[src/rtl/wdog_pkg.sv]
package wdog_pkg;
  localparam int unsigned SEL_W   = 3;
  localparam int unsigned GUARD_B = 4;
  localparam int unsigned ENA_B   = 3;

  typedef struct packed {
    logic             guard;
    logic             ena;
    logic [SEL_W-1:0] sel;
  } wdog_ctrl_t;
endpackage

[src/rtl/wdog_rst_sync.sv]
module wdog_rst_sync #(
  parameter int unsigned STAGES = 2
) (
  input  logic clk,
  input  logic rst_n,
  output logic rst_sync_n
);
  logic [STAGES-1:0] chain_q;

  always_ff @(posedge clk or negedge rst_n) begin
    if (!rst_n) chain_q <= '0;
    else        chain_q <= {chain_q[STAGES-2:0], 1'b1};
  end

  assign rst_sync_n = chain_q[STAGES-1];
endmodule

[src/rtl/wdog_ctrl_reg.sv]
module wdog_ctrl_reg
  import wdog_pkg::*;
#(
  parameter int unsigned WINDOW = 4
) (
  input  logic       clk,
  input  logic       rst_n,
  input  logic       wr_en,
  input  logic [4:0] wr_bits,
  output wdog_ctrl_t ctrl
);
  localparam int unsigned WW = (WINDOW > 2) ? $clog2(WINDOW) : 1;

  wdog_ctrl_t ctrl_q, ctrl_d;
  logic [WW-1:0] win_q, win_d;
  logic arm;

  assign arm = wr_en & wr_bits[GUARD_B] & wr_bits[ENA_B];

  always_comb begin
    ctrl_d = ctrl_q;
    win_d  = win_q;
    if (arm) begin
      ctrl_d.guard = 1'b1;
      win_d        = WW'(WINDOW - 1);
    end else if (ctrl_q.guard) begin
      if (win_q == '0) ctrl_d.guard = 1'b0;
      else             win_d        = win_q - 1'b1;
    end
    if (wr_en) begin
      ctrl_d.sel = wr_bits[SEL_W-1:0];
      if (wr_bits[ENA_B])    ctrl_d.ena = 1'b1;
      else if (ctrl_q.guard) ctrl_d.ena = 1'b0;
    end
  end

  always_ff @(posedge clk or negedge rst_n) begin
    if (!rst_n) begin
      ctrl_q <= '0;
      win_q  <= '0;
    end else begin
      ctrl_q <= ctrl_d;
      win_q  <= win_d;
    end
  end

  assign ctrl = ctrl_q;
endmodule

[src/rtl/wdog_timeout.sv]
module wdog_timeout
  import wdog_pkg::*;
#(
  parameter int unsigned BASE_LOG2 = 14
) (
  input  logic             clk,
  input  logic             rst_n,
  input  logic             run,
  input  logic [SEL_W-1:0] sel,
  input  logic             tick,
  input  logic             kick,
  output logic             expire
);
  localparam int unsigned NSEL = 1 << SEL_W;
  localparam int unsigned CW   = BASE_LOG2 + NSEL - 1;

  logic [CW-1:0] term [NSEL];
  logic [CW-1:0] cnt_q, cnt_d, lim;
  logic          exp_q, exp_d;

  for (genvar g = 0; g < NSEL; g++) begin : g_term
    assign term[g] = (CW'(1) << (BASE_LOG2 + g)) - CW'(1);
  end

  assign lim = term[sel];

  always_comb begin
    cnt_d = cnt_q;
    exp_d = 1'b0;
    if (!run || kick) begin
      cnt_d = '0;
    end else if (tick) begin
      if (cnt_q >= lim) begin
        cnt_d = '0;
        exp_d = 1'b1;
      end else begin
        cnt_d = cnt_q + 1'b1;
      end
    end
  end

  always_ff @(posedge clk or negedge rst_n) begin
    if (!rst_n) begin
      cnt_q <= '0;
      exp_q <= 1'b0;
    end else begin
      cnt_q <= cnt_d;
      exp_q <= exp_d;
    end
  end

  assign expire = exp_q;
endmodule

[src/rtl/wdog_guard.sv]
module wdog_guard
  import wdog_pkg::*;
#(
  parameter int unsigned BASE_LOG2   = 14,
  parameter int unsigned WINDOW      = 4,
  parameter int unsigned SYNC_STAGES = 2
) (
  input  logic       clk,
  input  logic       rst_n,
  input  logic       osc_tick,
  input  logic       kick,
  input  logic       wr_en,
  input  logic [7:0] wr_data,
  output logic [7:0] rd_data,
  output logic       sys_rst
);
  logic       rst_core_n;
  wdog_ctrl_t ctrl;
  logic       unused_hi_bits;

  assign unused_hi_bits = ^wr_data[7:5];

  wdog_rst_sync #(.STAGES(SYNC_STAGES)) u_sync (
    .clk        (clk),
    .rst_n      (rst_n),
    .rst_sync_n (rst_core_n)
  );

  wdog_ctrl_reg #(.WINDOW(WINDOW)) u_reg (
    .clk     (clk),
    .rst_n   (rst_core_n),
    .wr_en   (wr_en),
    .wr_bits (wr_data[4:0]),
    .ctrl    (ctrl)
  );

  wdog_timeout #(.BASE_LOG2(BASE_LOG2)) u_tmo (
    .clk    (clk),
    .rst_n  (rst_core_n),
    .run    (ctrl.ena),
    .sel    (ctrl.sel),
    .tick   (osc_tick),
    .kick   (kick),
    .expire (sys_rst)
  );

  assign rd_data = {3'b000, ctrl};
endmodule

[config.mk]
export PLATFORM = sky130hd
export DESIGN_NAME = wdog_guard
export DESIGN_NICKNAME = d
export VERILOG_FILES = /design/src/rtl/wdog_pkg.sv /design/src/rtl/wdog_rst_sync.sv /design/src/rtl/wdog_ctrl_reg.sv /design/src/rtl/wdog_timeout.sv /design/src/rtl/wdog_guard.sv
export SDC_FILE = /design/constraint.sdc
export NUM_CORES = 1
export LEC_CHECK = 0
export ABC_AREA = 1
export ABC_CLOCK_PERIOD_IN_PS = 1100
export BUFFER_PORTS_ARGS = -buffer_cell sky130_fd_sc_hd__buf_2
export CORE_ASPECT_RATIO = 1.4
export CORE_MARGIN = 2
export CORE_UTILIZATION = 30
export CTS_CLUSTER_DIAMETER = 40
export DETAILED_ROUTE_END_ITERATION = 10
export PLACE_DENSITY_LB_ADDON = 0.25
export SLEW_MARGIN = 20
export SYNTH_ARGS = -nofsm -noshare
export SYNTH_HDL_FRONTEND = slang
export SYNTH_SLANG_ARGS = --single-unit
[constraint.sdc]
create_clock -name clk -period 1.1 [get_ports clk]
set_input_delay 0.11 -clock clk [delete_from_list [all_inputs] [get_ports clk]]
set_output_delay 0.11 -clock clk [all_outputs]
set_load 0.01 [all_outputs]
# Yosys cells after proc, flatten, opt, wreduce, memory -nomap -nowiden
# Memory sizes are Yosys's and may differ from the RTL's.
# Index checks and enable logic that the tools add are counted.
# op_classes
eq_ne,1
muxes,16
n_lt_le_gt_ge,2
n_reduce_logical,8
n_bitwise,3
n_addsub,2
# op_table
cell,count
$mux 21,5
$add 21x1->21 const B,1
$ge 21x21->1,1
$mux 1,8
$mux 2,3
$reduce_bool 2->1,3
$ge 4x4->1 const B,1
$not 3->4,1
$reduce_and 2->1,2
$and 1x1->1,2
$logic_not 2->1,1
$ne 2x1->1 const B,1
$sub 2x1->2 const B,1
$logic_not 1->1,1
$logic_or 1x1->1,1
# word_totals
wordCells,40
out_inout_bits,9
n_memories,1
input_bits,13
ff_bits,31
rom_bits,168
# mem_list
memory,words,width,read_ports,rd_clocked_by_memory_dff,write_ports,line_no,source
(no name shown),8,21,1,0,0,wdog_timeout.sv:25,assign lim = term[sel];

# Longest topological paths before layout
# Gate-level depths: netlist of run 1.
# depth
ltp_word,8
depth_mapped,12
ltp_nobuf,11

# Modules after synthesis
# Synthesis of run 1 repeated with hierarchy kept, for this count alone.
# hier_totals
cells_unflattened,254
area_unflattened_um2,1921.8
# by_module_without_submodules
module,n_inst,area_each_um2,cells_per_inst,seq_area_each_um2
wdog_timeout,1,1512.7,212,550.5
wdog_ctrl_reg,1,329.1,35,175.2
wdog_rst_sync,1,53.8,3,50.0
wdog_guard,1,26.3,4,0.0

# Worst setup path before layout of run 1
# OpenSTA, ideal clock, no wires.
# synth_timing
kind,register -> register
start,reg u_reg.ctrl_q (netlist bit u_reg.ctrl[1])
end,reg u_tmo.cnt_q[16]
t_required_ns,1.031
setup_time_ns,0.069
path_buffers,1
period_less_slack_ns,1.794
stages_incl_launch_ff,12
setup_slack_ns,-0.694
arrival_ns,1.725
cell_sequence,dfrtp_1 -> a21oi_1 -> ha_1 -> or2_0 -> nand2_1 -> nor2_1 -> nor2_2 -> nand3_2 -> nand2_2 -> nand2_4 -> buf_12 -> nor2_2
# synth_via
elab_chain_cells,8
# synth_lines
item,line_no,source
from (decl),wdog_ctrl_reg.sv:14,"wdog_ctrl_t ctrl_q, ctrl_d;"
from (signal assigned),wdog_ctrl_reg.sv:42,ctrl_q <= ctrl_d;
$not 3->4 (not written as such),wdog_timeout.sv:25,
$mem_v2 8x21,n/a,
$mux 21 (not written as such) (2 in series),wdog_timeout.sv:25,
$ge 21x21->1,wdog_timeout.sv:33,if (cnt_q >= lim) begin
$mux 21,wdog_timeout.sv:33,
$mux 21,wdog_timeout.sv:32,end else if (tick) begin
$mux 21,wdog_timeout.sv:30,if (!run || kick) begin
to (signal assigned),wdog_timeout.sv:47,cnt_q <= cnt_d;
to (decl),wdog_timeout.sv:18,"logic [CW-1:0] cnt_q, cnt_d, lim;"
# No other way between the ends. The select of a mux whose other input is x is not followed.
# A chain may end at the register's enable or synchronous reset.

# Worst setup path after layout of run 1
# layout_timing
start,reg u_reg.ctrl_q (netlist bit u_reg.ctrl[1])
end,reg u_tmo.exp_q (netlist: u_tmo.expire)
# layout_via
elab_chain_cells,8
# layout_lines
item,line_no,source
$not 3->4 (not written as such),wdog_timeout.sv:25,
$mem_v2 8x21,n/a,
$mux 21 (not written as such) (2 in series),wdog_timeout.sv:25,
$ge 21x21->1,wdog_timeout.sv:33,
$mux 1,wdog_timeout.sv:33,
$mux 1,wdog_timeout.sv:32,
$mux 1,wdog_timeout.sv:30,
via u_tmo.exp_d,wdog_timeout.sv:19,"logic exp_q, exp_d;"
to (signal assigned),wdog_timeout.sv:48,exp_q <= exp_d;
to (decl),wdog_timeout.sv:19,
# The timed path passes the listed nets, and every way through them passes these cells. The select of a mux whose other input is x is not followed.

==> reports/qor.yml, run 1 <==
cts_made_buffers: 5
finalPower_w: 0.00314
crit_path_start_kind: "register"
setup_viol: 24
numClockSinks: 31
skew_ps: 4.38
fin_area_um2: 2780
syn_area_um2: 1970
ys_warn_count: 0
hold_violations: 0
vdd_drop_max_v: 0.00109
r2r_slack_ps: -700
dieWidth_um: 72.4
worstPathRequired_ps: 1290
syn_inst: 261
cts_root_buf: "clkbuf_8"
core_um2: 6300
rsz0062_at_grt: "true"
synth_cell_types: 28
drt_first_pass_iters: 4
wl_per_cell_um: 12.6
num_vias: 1887
status: "finished, violations left"
route.detailed.drc: 0
crit_path_max_fanout: 7
grtUsageTotal: 0.158
whs_ps: 36.0
fin_setup_tns_ps: -14490
min_path_type: "input port to register"
syn_to_final_growth_pct: 41.2
drv_cap: 0
die_height_um: 99.8
hpwl_mm: 3.96
overflow: 0
drt_iter0_drc: 56
place.gp.congestion: 0.861
ys_seq_area_frac: 0.395
antenna_left: 0
cts_tree: "yes"
grt_pass1_vias: 1897
antenna_found_initial: 0
cts.htree.levels: 2
utilization: 0.441
clock_latency_ps: 290
drt-total-wl_mm: 5.19
io_pins: 22
cts_buffer_depth: 2
path_clk_slew_ps: 70
finalCritPeriodShare: 1.64
fmax_mhz: 556
start_util: 0.312
row_count: 34
p_leak_nw: 1.32
crit_type: "register to register"
synth-seq-cells: 31
grt_pass1_wl_mm: 8.76
layout_common_cells: "nand2_1 (62), buf_4 (57), nor2_1 (33)"
layout-drive-gt1-share: 0.370
via_per_inst: 4.57
layout_commonest_cell: "nand2_1"
power.density_nw_per_um2: 1130
port_buffers: 15
finalNetCount: 362
min_period_ps: 1800
end_kind: "register"
fin_ws_ps: -699
n_antenna_cell: 0
violations: "negative setup slack"
dieArea_um2: 7220
cp.arrival_ps: 1990
placed_area_um2: 2510
report.final.slew_viol_count: 0
avgSynthCellArea_um2: 7.53
grt_max_degree: 16
==> where the power goes <==
group / internal, W / total, W / switching (W)
sequential: 0.00124 / 0.00131 / 0.0000689
clock: 0.000568 / 0.00101 / 0.000440
combinational: 0.000365 / 0.000827 / 0.000462
==> cells by family (layout without fill, tap and decap cells) <==
group,after synthesis,after routing,share of synthesized area
AND/OR/NAND/NOR,157,158,0.362
buffers and inverters,35,112,0.0834
flip-flops,31,31,0.395
AO/OA/AOI/OAI,16,16,0.0471
adder cells (fa/ha/maj),9,9,0.0573
XOR/XNOR,9,9,0.0401
other,2,4,0.00382
multiplexers,2,2,0.0115
==> final cells by class <==
| class | instances | area (um2) |
|---|---|---|
| Multi-Input combinational cell | 198 | 1150 |
| Clock inverter | 1 | 7.51 |
| Timing Repair Buffer | 75 | 542 |
| Fill cell | 672 | 3520 |
| Inverter | 29 | 109 |
| Clock buffer | 7 | 96.3 |
| Sequential cell | 31 | 779 |
| Tap cell | 72 | 90.1 |
==> critical path, stage by stage (launching register included) <==
cell and delay [ps]:
dfrtp_2 460, a21oi_2 130, ha_1 240, or2_0 190, nand2_1 60, nor2_1 40, nor2_2 130, nand3_2 110
nand2_4 150, buf_4 150, nor2_4 40
==> metal layers <==
| metal | wire (um) | up-vias | GRT usage |
|---|---|---|---|
| met4 | 106 | 0 | 0.0598 |
| met2 | 2810 | 34 | 0.287 |
| met5 | 0 | - | 0 |
| met3 | 134 | 7 | 0.0291 |
| met1 | 2140 | 864 | 0.181 |
| li1 | - | 982 | - |
==> metrics by stage <==
step                      cells  setup slack, ps
after global placement      400             -710
after detailed placement    400             -806
after global routing        413             -842
after floorplan             263             -682
final                       413             -699
after CTS                   411             -696
==> flip-flops by register name, indices dropped and copies added (netlist names) <==
| signal | count |
|---|---|
| u_tmo.expire | 1 |
| u_reg.win_q | 2 |
| u_reg.ctrl | 5 |
| u_tmo.cnt_q | 21 |
| u_sync.chain_q | 2 |
==> repair_timing <==
action	4_1_cts	5_1_grt
endpoints found under the hold margin	2	0
setup buffers	2	3
gates cloned	1	0
endpoints found under the setup margin	24	26
resized for setup	17	10
hold buffers	1	0
pin swaps	5	4
==> synth_stat cells, drive strengths merged <==
| cell type | number | area [um2] |
|---|---|---|
| nand2 | 67 | 269 |
| nor2 | 54 | 245 |
| dfrtp | 31 | 776 |
| inv | 29 | 109 |
| nand3 | 18 | 95.1 |
| ha | 9 | 113 |
| nand4 | 9 | 56.3 |
| o21ai | 9 | 45.0 |
| nor3 | 8 | 40.0 |
| xor2 | 7 | 61.3 |
| buf | 6 | 55.1 |
| a21oi | 2 | 10.0 |
| conb | 2 | 7.51 |
| mux2 | 2 | 22.5 |
| o21bai | 2 | 15.0 |
| xnor2 | 2 | 17.5 |
| a22o | 1 | 8.76 |
| o211ai | 1 | 7.51 |
| o22ai | 1 | 6.26 |
| or2 | 1 | 6.26 |
==> final timing paths <==
kind | startpoint | endpoint | cells past startpoint
setup reg to reg | u_reg.ctrl[1] | u_tmo.expire | 10
setup / recovery | u_reg.ctrl[1] | u_tmo.expire | 10
hold / removal | wr_data[2] | u_reg.ctrl[2] | 3
min in group asynchronous | rst_n | u_sync.chain_q[0] | 2
max in group asynchronous | u_sync.chain_q[1] | u_reg.ctrl[1] | 1
hold reg to reg | u_sync.chain_q[1] | u_tmo.cnt_q[10] | 1
Power figures use the tool's default switching activity.
==> run 2: changes to the inputs <==
--- a/config.mk
+++ b/config.mk
@@ -8,10 +8,10 @@
 export ABC_AREA = 1
 export ABC_CLOCK_PERIOD_IN_PS = 1100
 export BUFFER_PORTS_ARGS = -buffer_cell sky130_fd_sc_hd__buf_2
-export CORE_ASPECT_RATIO = 1.4
+export CORE_ASPECT_RATIO = 0.7
 export CORE_MARGIN = 2
 export CORE_UTILIZATION = 30
-export CTS_CLUSTER_DIAMETER = 40
+export CTS_CLUSTER_DIAMETER = 60
 export DETAILED_ROUTE_END_ITERATION = 10
 export PLACE_DENSITY_LB_ADDON = 0.25
 export SLEW_MARGIN = 20
==> run 2 against run 1 <==
Compared with the run above:
- the run still ends with negative setup slack left
- die area barely moved
- cell count rose by 1.2%
- sequential power barely moved
- wire length rose by 0.19%
- clock skew fell by 0.63 ps
- worst setup slack got worse by 58 ps
- via count rose by 1.7%
- non-clock buffer count fell by 1
- total power fell by 4.1%
- critical endpoint is now u_tmo.cnt_q[16]
- largest cell class unchanged
==> reports/qor.yml, run 2 (same netlist as run 1, synthesis figures left out) <==
dieWidth_um: 101
path_clk_slew_ps: 70
layout_commonest_cell: "nand2_1"
wl_per_cell_um: 12.4
pwr-share-comb: 0.264
finalNetCount: 362
layout-drive-gt1-share: 0.376
fin_ws_ps: -757
clock_latency_ps: 280
core_um2: 6280
grt_pass1_vias: 1825
antenna_found_initial: 0
crit_path_max_fanout: 8
end_kind: "register"
holdPathEnd: "u_reg.ctrl[2]"
route.detailed.drc: 0
cp.arrival_ps: 2020
drv_cap: 0
cts_buffer_depth: 2
hp-start: "wr_data[2]"
place.gp.congestion: 0.834
grtUsageTotal: 0.159
p_int_w: 0.00205
clockPowerShare: 0.303
largest_reg_flops: 21
timing.rr.end: "u_tmo.cnt_q[16]"
grt_max_degree: 30
min_period_ps: 1860
finalCritPeriodShare: 1.69
crit_path_start_kind: "register"
num_vias: 1920
skew_ps: 3.74
grt_pass1_wl_mm: 8.80
power.density_nw_per_um2: 1070
numClockSinks: 31
whs_ps: 44.9
dieArea_um2: 7230
row_count: 24
regMostFlops: "u_tmo.cnt_q"
port_buffers: 15
setup_viol: 24
min_path_type: "input port to register"
r2r_slack_ps: -760
cts_tree: "yes"
drt_iter0_drc: 52
report.final.slew_viol_count: 0
antenna_left: 0
seqPwrFrac: 0.433
r2r_cells: 10
violations: "negative setup slack"
syn_to_final_growth_pct: 43.5
finalNonFillerCells: 418
worstPathRequired_ps: 1270
fmax_mhz: 538
layout_common_cells: "nand2_1 (60), buf_4 (52), nor2_1 (29)"
vdd_drop_max_v: 0.000460
drt_first_pass_iters: 4
cts_made_buffers: 5
hold_violations: 0
die_height_um: 71.7
cts.htree.levels: 2
final.fill_count: 641
cts_root_buf: "clkbuf_8"
switchingPower_w: 0.000958
rsz0062_at_grt: "true"
dp.cells: 406
n_antenna_cell: 0
worstHoldPathCells: 3
io_pins: 22
overflow: 0
hpwl_mm: 3.85
drt-total-wl_mm: 5.20
p_leak_nw: 1.34
via_per_inst: 4.59
start_util: 0.313
p_sw_frac: 0.318
status: "finished, violations left"
crit_type: "register to register"
worstReg2RegStart: "u_reg.ctrl[1]"
-- run 2: power by group through the flow --
stage	sequential [W]	clock [W]	combinational [W]
2_1_floorplan	0.00134	0	0.000411
3_3_place_gp	0.00132	0	0.000634
3_5_place_dp	0.00132	0	0.000642
6_report	0.00130	0.000913	0.000795
5_1_grt	0.00132	0.00101	0.000884
4_1_cts	0.00130	0.000952	0.000746
-- run 2: area by class of cell --
| type | count | area [um2] | area share |
|---|---|---|---|
| Tap cell | 78 | 97.6 | 0.0346 |
| Clock inverter | 1 | 5.00 | 0.00177 |
| Clock buffer | 6 | 82.6 | 0.0293 |
| Sequential cell | 31 | 779 | 0.276 |
| Timing Repair Buffer | 74 | 558 | 0.198 |
| Multi-Input combinational cell | 199 | 1190 | 0.421 |
| Inverter | 29 | 109 | 0.0386 |
-- run 2: layer usage --
metal | up-vias | track usage | part of all wire
met4 | 0 | 0.0411 | 0.0092
met1 | 901 | 0.252 | 0.55
met2 | 26 | 0.216 | 0.40
li1 | 988 | - | -
met5 | - | 0 | 0
met3 | 5 | 0.0332 | 0.044
-- run 2: what timing repair did --
| action | CTS | global route |
|---|---|---|
| hold endpoints to repair | 2 | 0 |
| endpoints found under the setup margin | 23 | 26 |
| gates resized for setup | 15 | 22 |
| hold buffers | 1 | 0 |
| pin swaps | 7 | 6 |
| setup buffers | 3 | 1 |
| cloned | 2 | 0 |
-- run 2: how the worst max path moves through the flow --
stage | slack [ps] | depth (start not counted) | startpoint | endpoint
final | -760 | 10 | u_reg.ctrl[1] | u_tmo.cnt_q[16]
after global routing | -890 | 10 | u_reg.ctrl[1] | u_tmo.cnt_q[16]
after CTS | -740 | 10 | u_reg.ctrl[2] | u_tmo.cnt_q[13]
after detailed placement | -790 | 11 | u_reg.ctrl[1] | u_tmo.cnt_q[9]
after global placement | -720 | 11 | u_reg.ctrl[1] | u_tmo.cnt_q[6]
after floorplan | -680 | 11 | u_reg.ctrl[0] | u_tmo.cnt_q[16]
-- run 2: metrics by stage --
step | utilization | instance area [um2] | power, W | TNS (ps) | setup slack (ps)
finish | 0.449 | 2820 | 0.00301 | -15740 | -757
CTS | 0.436 | 2740 | 0.00300 | -15450 | -740
floorplan | - | 1980 | 0.00176 | -12860 | -682
detailed placement | 0.403 | 2530 | 0.00196 | -15860 | -785
global placement | 0.403 | 2530 | 0.00195 | -14990 | -725
global route | 0.449 | 2820 | 0.00322 | -18620 | -887
-- run 2: worst max-delay path, stage by stage, from the launching register on --
cell     delay (ps)
dfrtp_2         440
a21oi_2          70
ha_1            330
buf_6           100
nand4_1         110
nor2_2          190
nand2_2          90
nand3_4         120
nand2_8         100
nand2_8         140
nor2_2           40
